`config.mk`:
```
export PLATFORM = sky130hd
export DESIGN_NAME = uart_lvl_irq
export DESIGN_NICKNAME = d
export VERILOG_FILES = /design/src/rtl/uart_lvl_pkg.sv /design/src/rtl/lvl_ctrl_reg.sv /design/src/rtl/lvl_zone_fsm.sv /design/src/rtl/lvl_irq_flag.sv /design/src/rtl/uart_lvl_irq.sv
export SDC_FILE = /design/constraint.sdc
export NUM_CORES = 1
export LEC_CHECK = 0
export BUFFER_PORTS_ARGS = -buffer_cell sky130_fd_sc_hd__clkbuf_2
export CORE_UTILIZATION = 34
export CTS_CLUSTER_DIAMETER = 200
export DETAILED_ROUTE_END_ITERATION = 6
export GPL_TIMING_DRIVEN = 1
export PLACE_DENSITY = 0.89
export SLEW_MARGIN = 20
export SYNTH_ARGS = -nofsm -noshare
export SYNTH_HDL_FRONTEND = slang
export SYNTH_SLANG_ARGS = --single-unit
```
`constraint.sdc`:
```
create_clock -name clk -period 1.95 [get_ports clk]
set_clock_uncertainty 0.15 [all_clocks]
set_input_delay 0.195 -clock clk [delete_from_list [all_inputs] [get_ports clk]]
set_output_delay 0.195 -clock clk [all_outputs]
set_load 0.03 [all_outputs]
```
`src/rtl/uart_lvl_pkg.sv`:
```
`timescale 1ns/1ps
package uart_lvl_pkg;

    typedef enum logic {
        ZONE_OUT = 1'b0,
        ZONE_IN  = 1'b1
    } zone_e;

    typedef enum logic {
        FLAG_IDLE = 1'b0,
        FLAG_PEND = 1'b1
    } flag_e;

    localparam int unsigned SEL_W        = 3;
    localparam int unsigned NUM_CODES    = 5;
    localparam logic [SEL_W-1:0] SEL_FALLBACK = 3'd2;

    // Trigger level in entries for a legal code, given the FIFO depth.
    function automatic int unsigned level_of(input logic [SEL_W-1:0] code,
                                             input int unsigned depth);
        case (code)
            3'd0:    return depth / 8;
            3'd1:    return depth / 4;
            3'd2:    return depth / 2;
            3'd3:    return (depth * 3) / 4;
            3'd4:    return (depth * 7) / 8;
            default: return depth / 2;
        endcase
    endfunction

endpackage

```
`src/rtl/lvl_ctrl_reg.sv`:
```
`timescale 1ns/1ps
module lvl_ctrl_reg
    import uart_lvl_pkg::*;
#(
    parameter int unsigned REG_W  = 32,
    parameter int unsigned NFIELD = 2,
    localparam int unsigned FW    = NFIELD * SEL_W
) (
    input  logic                         clk,
    input  logic                         rst_n,
    input  logic                         wr_en,
    input  logic [REG_W-1:0]             wr_data,
    output logic [REG_W-1:0]             rd_data,
    output logic [NFIELD-1:0][SEL_W-1:0] eff_sel
);

    logic [FW-1:0] raw_q;
    logic          unused_hi;

    assign unused_hi = ^wr_data[REG_W-1:FW];

    always_ff @(posedge clk or negedge rst_n) begin
        if (!rst_n) begin
            raw_q <= '0;
        end else if (wr_en) begin
            raw_q <= wr_data[FW-1:0];
        end
    end

    assign rd_data = {{(REG_W-FW){1'b0}}, raw_q};

    for (genvar f = 0; f < NFIELD; f++) begin : g_field
        logic [SEL_W-1:0] raw_f;
        assign raw_f      = raw_q[f*SEL_W +: SEL_W];
        assign eff_sel[f] = (raw_f >= SEL_W'(NUM_CODES)) ? SEL_FALLBACK : raw_f;

        // a reserved code never reaches the decoder
        a_r2_fallback: assert property (@(posedge clk) disable iff (!rst_n)
            (rd_data[f*SEL_W +: SEL_W] >= SEL_W'(NUM_CODES)) |-> (eff_sel[f] == SEL_FALLBACK));
    end

    // a write lands in the readback one edge later
    a_r1_readback: assert property (@(posedge clk) disable iff (!rst_n)
        ($past(rst_n) && $past(wr_en)) |-> (rd_data[FW-1:0] == $past(wr_data[FW-1:0])));

endmodule

```
`src/rtl/lvl_zone_fsm.sv`:
```
`timescale 1ns/1ps
module lvl_zone_fsm
    import uart_lvl_pkg::*;
#(
    parameter bit RESET_IN = 1'b0
) (
    input  logic clk,
    input  logic rst_n,
    input  logic cond,
    output logic entered
);

    localparam zone_e RST_STATE = RESET_IN ? ZONE_IN : ZONE_OUT;

    zone_e state_q, state_d;

    always_ff @(posedge clk or negedge rst_n) begin
        if (!rst_n) begin
            state_q <= RST_STATE;
        end else begin
            state_q <= state_d;
        end
    end

    always_comb begin
        state_d = state_q;
        unique case (state_q)
            ZONE_OUT: if (cond)  state_d = ZONE_IN;
            ZONE_IN:  if (!cond) state_d = ZONE_OUT;
        endcase
    end

    always_comb begin
        entered = 1'b0;
        unique case (state_q)
            ZONE_OUT: entered = cond;
            ZONE_IN:  entered = 1'b0;
        endcase
    end

    // an entry event is a single-cycle pulse
    a_r5_single_entry: assert property (@(posedge clk) disable iff (!rst_n)
        entered |=> !entered);

    // holding the condition never produces a new entry
    a_r5_hold_quiet: assert property (@(posedge clk) disable iff (!rst_n)
        ($past(rst_n) && $past(cond) && cond) |-> !entered);

endmodule

```
`src/rtl/lvl_irq_flag.sv`:
```
`timescale 1ns/1ps
module lvl_irq_flag
    import uart_lvl_pkg::*;
(
    input  logic clk,
    input  logic rst_n,
    input  logic set,
    input  logic clr,
    output logic flag
);

    flag_e state_q, state_d;

    always_ff @(posedge clk or negedge rst_n) begin
        if (!rst_n) begin
            state_q <= FLAG_IDLE;
        end else begin
            state_q <= state_d;
        end
    end

    always_comb begin
        state_d = state_q;
        unique case (state_q)
            FLAG_IDLE: if (set)         state_d = FLAG_PEND;
            FLAG_PEND: if (clr && !set) state_d = FLAG_IDLE;
        endcase
    end

    always_comb begin
        flag = 1'b0;
        unique case (state_q)
            FLAG_IDLE: flag = 1'b0;
            FLAG_PEND: flag = 1'b1;
        endcase
    end

    // set wins over clear
    a_r6_set_wins: assert property (@(posedge clk) disable iff (!rst_n)
        set |=> flag);

    // a lone clear drops the flag
    a_r6_clear: assert property (@(posedge clk) disable iff (!rst_n)
        (clr && !set) |=> !flag);

    // without set or clear the flag is sticky
    a_r5_sticky: assert property (@(posedge clk) disable iff (!rst_n)
        (!clr && !set) |=> $stable(flag));

endmodule

```
`src/rtl/uart_lvl_irq.sv`:
```
`timescale 1ns/1ps
module uart_lvl_irq
    import uart_lvl_pkg::*;
#(
    parameter int unsigned DEPTH = 16,
    parameter int unsigned REG_W = 32,
    localparam int unsigned CW   = $clog2(DEPTH + 1)
) (
    input  logic             clk,
    input  logic             rst_n,
    input  logic             reg_wr,
    input  logic [REG_W-1:0] reg_wdata,
    output logic [REG_W-1:0] reg_rdata,
    input  logic [CW-1:0]    rx_count,
    input  logic [CW-1:0]    tx_count,
    input  logic             ser_busy,
    input  logic             eot_mode,
    input  logic             rx_clr,
    input  logic             tx_clr,
    output logic             rx_irq,
    output logic             tx_irq
);

    localparam int unsigned TX_F = 0;
    localparam int unsigned RX_F = 1;

    logic [1:0][SEL_W-1:0] eff_sel;
    logic [CW-1:0]         rx_lvl, tx_lvl;
    logic                  rx_in, tx_in, tx_idle;
    logic                  rx_hit, tx_lvl_hit, idle_hit, tx_set;

    lvl_ctrl_reg #(.REG_W(REG_W), .NFIELD(2)) u_reg (
        .clk     (clk),
        .rst_n   (rst_n),
        .wr_en   (reg_wr),
        .wr_data (reg_wdata),
        .rd_data (reg_rdata),
        .eff_sel (eff_sel)
    );

    assign rx_lvl  = CW'(level_of(eff_sel[RX_F], DEPTH));
    assign tx_lvl  = CW'(level_of(eff_sel[TX_F], DEPTH));
    assign rx_in   = (rx_count >= rx_lvl);
    assign tx_in   = (tx_count <= tx_lvl);
    assign tx_idle = (tx_count == '0) && !ser_busy;

    lvl_zone_fsm #(.RESET_IN(1'b0)) u_rx_zone (
        .clk (clk), .rst_n (rst_n), .cond (rx_in), .entered (rx_hit)
    );

    lvl_zone_fsm #(.RESET_IN(1'b1)) u_tx_zone (
        .clk (clk), .rst_n (rst_n), .cond (tx_in), .entered (tx_lvl_hit)
    );

    lvl_zone_fsm #(.RESET_IN(1'b1)) u_idle_zone (
        .clk (clk), .rst_n (rst_n), .cond (tx_idle), .entered (idle_hit)
    );

    assign tx_set = eot_mode ? idle_hit : tx_lvl_hit;

    lvl_irq_flag u_rx_flag (
        .clk (clk), .rst_n (rst_n), .set (rx_hit), .clr (rx_clr), .flag (rx_irq)
    );

    lvl_irq_flag u_tx_flag (
        .clk (clk), .rst_n (rst_n), .set (tx_set), .clr (tx_clr), .flag (tx_irq)
    );

    // first cycle at or above the receive level raises the flag
    a_r3_rx_entry: assert property (@(posedge clk) disable iff (!rst_n)
        ($past(rst_n) && rx_in && !$past(rx_in)) |=> rx_irq);

    // first cycle at or below the transmit level raises the flag
    a_r4_tx_entry: assert property (@(posedge clk) disable iff (!rst_n)
        (!eot_mode && $past(rst_n) && tx_in && !$past(tx_in)) |=> tx_irq);

    // serializer going idle with an empty FIFO raises the flag
    a_r7_eot_entry: assert property (@(posedge clk) disable iff (!rst_n)
        (eot_mode && $past(rst_n) && tx_idle && !$past(tx_idle)) |=> tx_irq);

    // in this mode a level entry alone never sets the flag
    a_r7_level_ignored: assert property (@(posedge clk) disable iff (!rst_n)
        (eot_mode && !tx_irq && !idle_hit) |=> !tx_irq);

endmodule

```
# Yosys cells after proc, flatten, opt, wreduce, memory -nomap -nowiden
# Cells that the tools add are included.
[word_totals]
regBits = 11
in_bits = 49
output_inout_bits = 34
word_cells = 49
[classes]
order_cmp = 4
n_eq_ne = 6
n_mux = 19
n_bitwise = 5
n_reduce_logical = 9
[ops]
columns = ["operator", "n"]
rows = [
  ["one-hot mux 4 bit (4 select lines)", 2],
  ["one-hot mux 1 bit (2 select lines)", 7],
  ["two-way mux 1 bit", 8],
  ["== test 3 x 1 -> 1 bit, second input constant", 2],
  ["== test 3 x 2 -> 1 bit, second input constant", 2],
  ["== test 3 bit, second input constant", 2],
  ["greater-or-equal comparator 3 bit, second input constant", 2],
  ["zero test 3 bit", 2],
  ["two-way mux 3 bit", 2],
  ["greater-or-equal comparator 5 bit", 1],
  ["less-or-equal comparator 5 bit", 1],
  ["zero test 5 bit", 1],
  ["inverter 1 bit", 5],
  ["logical AND 1 bit", 3],
  ["zero test 1 bit", 3],
]

# Longest topological paths before layout
[logic_depth]
ltp_word = 11
ltp_mapped = 7
depth_no_buf = 7

# Hierarchy
# A second synthesis with hierarchy kept.
[unflattened]
hier_cells = 85
area_unflattened_um2 = 888.4
[by_module_without_submodules]
columns = ["module", "n_inst", "cells_each", "area_each_um2"]
rows = [
  ["lvl_ctrl_reg", 1, 46, 493.0],
  ["uart_lvl_irq", 1, 27, 203.9],
  ["lvl_zone_fsm at u_idle_zone ...", 2, 2, 40.0],
  ["lvl_irq_flag", 2, 3, 36.3],
  ["lvl_zone_fsm at u_rx_zone", 1, 2, 38.8],
]

# Worst setup path after synthesis
# OpenSTA, ideal clock, no wires.
[synth_timing]
path_type = "register -> register"
from = "reg u_reg.raw_q[3]"
to = "reg u_rx_zone.state_q"
setup_ps = 124
arrival_time_ps = 1461
t_required_ps = 1676
slack_ps = 215
stages_incl_launch_ff = 7
path_buffers = 0
synth_period_minus_slack_ps = 1735
cell_sequence = "dfrtp_1 > nor2_1 > ha_1 > inv_1 > o21ai_0 > a21o_1 > a211o_1"
[synth_between]
elab_chain_len = 6
[synth_lines]
columns = ["item", "line", "rtl"]
rows = [
  ["start, declared", "lvl_ctrl_reg.sv:17", "logic [FW-1:0] raw_q;"],
  ["start signal, assigned", "lvl_ctrl_reg.sv:26", "raw_q <= wr_data[FW-1:0];"],
  ["greater-or-equal comparator 3 bit", "lvl_ctrl_reg.sv:35", "assign eff_sel[f] = (raw_f >= SEL_W'(NUM_CODES)) ? SEL_FALLBACK : raw_f;"],
  ["two-way mux 3 bit (*)", "lvl_ctrl_reg.sv:35", ""],
  ["== test 3 bit, or another cell as far along", "uart_lvl_pkg.sv:21", "case (code)"],
  ["one-hot mux 4 bit (4 select lines) (*)", "uart_lvl_pkg.sv:21", ""],
  ["greater-or-equal comparator 5 bit (*)", "uart_lvl_irq.sv:43", "assign rx_in = (rx_count >= rx_lvl);"],
  ["net rx_in", "uart_lvl_irq.sv:29", "logic rx_in, tx_in, tx_idle;"],
  ["two-way mux 1 bit (*)", "lvl_zone_fsm.sv:28, lvl_zone_fsm.sv:29", ""],
  ["end signal, assigned", "lvl_zone_fsm.sv:21", "state_q <= state_d;"],
  ["end, declared", "lvl_zone_fsm.sv:15", "zone_e state_q, state_d;"],
]
# Mark *: on every way through the listed nets, which the timed path passes. The rest lies on a longest branch.
# A chain may end at the register's enable or synchronous reset.

# Final worst setup path
[layout_timing]
from = "reg u_reg.raw_q[1]"
to = "reg u_tx_zone.state_q"
[layout_between]
elab_chain_len = 6
[layout_lines]
columns = ["item", "line", "rtl"]
rows = [
  ["greater-or-equal comparator 3 bit", "lvl_ctrl_reg.sv:35", ""],
  ["two-way mux 3 bit (*)", "lvl_ctrl_reg.sv:35", ""],
  ["== test 3 bit, or another cell as far along", "uart_lvl_pkg.sv:21", ""],
  ["one-hot mux 4 bit (4 select lines) (*)", "uart_lvl_pkg.sv:21", ""],
  ["less-or-equal comparator 5 bit (*)", "uart_lvl_irq.sv:44", "assign tx_in = (tx_count <= tx_lvl);"],
  ["net tx_in", "uart_lvl_irq.sv:29", ""],
  ["two-way mux 1 bit (*)", "lvl_zone_fsm.sv:28, lvl_zone_fsm.sv:29", ""],
  ["end signal, assigned", "lvl_zone_fsm.sv:21", ""],
  ["end, declared", "lvl_zone_fsm.sv:15", ""],
]
# Marked as above.

==> impl_metrics.env <==
export IMPL_post_route_drc_count=0
export IMPL_root_buffer="clkbuf_4"
export IMPL_antenna_found_initial=0
export IMPL_finalPower_mw=0.687
export IMPL_worst_setup_path_start_kind="register"
export IMPL_pwr_share_comb=0.378
export IMPL_cp_slowest_stage_delay_ps=430
export IMPL_setup_slack_ps=201
export IMPL_cp_required_ps=1990
export IMPL_p_switching_mw=0.268
export IMPL_reg2reg_from="u_reg.raw_q[1]"
export IMPL_insertedDiodeCount=0
export IMPL_start_util=0.360
export IMPL_ff2ff_path_depth=7
export IMPL_power_frac_seq=0.406
export IMPL_power_internal_mw=0.419
export IMPL_cp_cell_sequence="nor2_1 -> mux2i_1 -> ha_1 -> nor2b_1 -> nor3_1 -> nor2_1 -> nor2_1"
export IMPL_worstSetupEndpoint="u_tx_zone.state_q"
export IMPL_grt_ovfl_total=0
export IMPL_drive_above_1_share=0.370
export IMPL_fillCellCount=210
export IMPL_setup_tns_ps=0
export IMPL_cts_tree="yes"
export IMPL_routedWlPerCell_microns=9.51
export IMPL_synth_top_area_cell="dfrtp_1"
export IMPL_htree_levels=1
export IMPL_hp_class="primary input to register"
export IMPL_layout_commonest_cell="clkbuf_2"
export IMPL_finalSetupViolCount=0
export IMPL_die_x_microns=50.4
export IMPL_synth_warnings=0
export IMPL_cts_buffer_depth=2
export IMPL_track_usage=0.128
export IMPL_criticalPathCategory="register to register"
export IMPL_place_gp_congestion=0.664
export IMPL_clk_pin_slew_ps=70
export IMPL_worstSetupEndpointType="register"
export IMPL_port_buffers=30
export IMPL_syn_inst=81
export IMPL_yosys_area_top_type_share=0.283
export IMPL_critical_path_buf_inv_count=0
export IMPL_synth_area_leaders="dfrtp_1 (28%), buf_4 (25%), ha_1 (9.4%)"
export IMPL_drtPass1Iterations=4
export IMPL_dieArea_sq_mm=0.00254
export IMPL_grt_pass1_vias=599
export IMPL_cp_max_fo=4
export IMPL_ios=83
export IMPL_insertion_delay_ps=260
export IMPL_antenna_left=0
export IMPL_ys_types=23
export IMPL_slew_viol_final=0
export IMPL_max_freq_mhz=572
export IMPL_avgSynthCellArea_sq_um=9.82
export IMPL_irDropWorstVdd_v=0.000444
export IMPL_netlist_area_sq_um=796
export IMPL_syn2layout_area_growth_pct=21.1
export IMPL_viasPerCell=4.16
export IMPL_grt_max_degree=12
export IMPL_placed_cell_area_sq_um=876
export IMPL_min_period_over_period=0.897
export IMPL_path_depth=7
export IMPL_crit_family="simple AND/OR/NAND/NOR gates"
export IMPL_powerDensity_mw_per_mm2=713
export IMPL_p_sw_frac=0.390
export IMPL_hold_viol=0
export IMPL_fp_dieH_microns=50.4
export IMPL_crit_top_cell="nor2_1"
export IMPL_rrSetupSlack_ps=200
export IMPL_critPathArrivalTime_ps=1790
export IMPL_grt_pass1_wl_mm=2.46
export IMPL_dp_hpwl_mm=1.11
export IMPL_final_util=0.436
export IMPL_period_minus_slack_ps=1750
export IMPL_final_cell_mix="clkbuf_2 (30), conb_1 (26), dfrtp_1 (9)"
export IMPL_finish_instance_area_sq_um=963
export IMPL_yosysSeqAreaShare=0.349
export IMPL_post_place_ws_ps=278
export IMPL_wl_mm=1.40
export IMPL_rsz0062_at_grt="no"
export IMPL_ys_seq_elements=11
export IMPL_r2r_end="u_tx_zone.state_q"
export IMPL_status="finished, final reports clean"
export IMPL_leakage_nw=0.538
export IMPL_clock_sinks=11
export IMPL_worstSetupStartpoint="u_reg.raw_q[1]"
export IMPL_pwr_share_clk=0.215
export IMPL_drt_first_iter_violations=1
export IMPL_vias=612
export IMPL_maxCapViolCount=0
export IMPL_final_nets=175
export IMPL_core_area_sq_mm=0.00221
export IMPL_rows=17
export IMPL_critPathSlowestCell="dfrtp_1"
export IMPL_cts_made_buffers=3
layer usage:
| metal | wire length, microns | part of all wire | vias up | GRT usage |
|---|---|---|---|---|
| met4 | 0 | 0 | 0 | 0.0417 |
| li1 | - | - | 297 | - |
| met3 | 107 | 0.077 | 0 | 0.0273 |
| met1 | 559 | 0.40 | 272 | 0.133 |
| met5 | 0 | 0 | - | 0 |
| met2 | 730 | 0.52 | 43 | 0.249 |
through the flow:
| stage | hold WS [ps] | cells |
|---|---|---|
| after floorplan | -251 | 106 |
| after global placement | -75.7 | 137 |
| after detailed placement | -70.0 | 137 |
| after CTS | 12.6 | 146 |
| after global routing | 4.03 | 147 |
| final | 17.9 | 147 |
Yosys cell counts:
cell type,count
nor3_2,1
clkbuf_1,1
a21o_1,1
nor2_1,7
dfstp_2,2
nand2b_1,1
nand4b_1,1
mux2i_1,2
ha_1,6
inv_1,5
o22ai_1,1
nand3_1,1
o21ai_0,3
a211o_1,1
or4_1,1
buf_4,26
conb_1,1
nand3b_1,1
mux2_2,6
nor3_1,2
a31o_2,1
nor2b_1,1
dfrtp_1,9
sequential cells by signal (all words and copies together) (netlist names):
register,flops
u_reg.raw_q,6
u_idle_zone.state_q,1
u_rx_flag.state_q,1
u_rx_zone.state_q,1
u_tx_flag.state_q,1
u_tx_zone.state_q,1
power by group through the flow:
stage | clock (mW) | sequential (mW) | combinational, mW
after global placement | 0 | 0.281 | 0.238
after CTS | 0.152 | 0.279 | 0.258
after floorplan | 0 | 0.322 | 0.182
after detailed placement | 0 | 0.283 | 0.247
final | 0.148 | 0.279 | 0.260
after global routing | 0.170 | 0.284 | 0.284
what timing repair did:
action	4_1_cts	5_1_grt
endpoints found under the hold margin	14	1
gates resized for setup	0	0
buffers inserted	0	0
endpoints found under the setup margin	0	0
hold buffers	5	1
area by class of cell:
class,count,area (sq um),area share
clock buffer,3,22.5,0.0234
clock inverter,1,5.00,0.00519
inverter,5,18.8,0.0195
multi-input combinational,63,394,0.409
sequential,11,278,0.288
tap,28,35.0,0.0364
timing repair buffer,36,210,0.218
how the worst min path moves through the flow:
stage,startpoint,end,slack [ps],cells after the start
3_5_place_dp,rst_n,u_reg.raw_q[1],-70,1
2_1_floorplan,rst_n,u_reg.raw_q[0],-250,0
4_1_cts,reg_wdata[3],u_reg.raw_q[3],10,2
6_report,reg_wdata[0],u_reg.raw_q[0],20,2
5_1_grt,ser_busy,u_idle_zone.state_q,4,3
3_3_place_gp,rst_n,u_reg.raw_q[3],-80,1
cell families (layout without fill, tap and decap cells):
group | after synthesis | count (layout) | synth area share
other | 1 | 26 | 0.00471
adders and majority gates | 6 | 6 | 0.0943
and+or+nand+nor | 16 | 16 | 0.110
buffers and inverters | 32 | 45 | 0.274
AOI/OAI and AO/OA | 7 | 7 | 0.0582
muxes | 8 | 8 | 0.110
DFF | 11 | 11 | 0.349
Power figures use the tool's default switching activity.
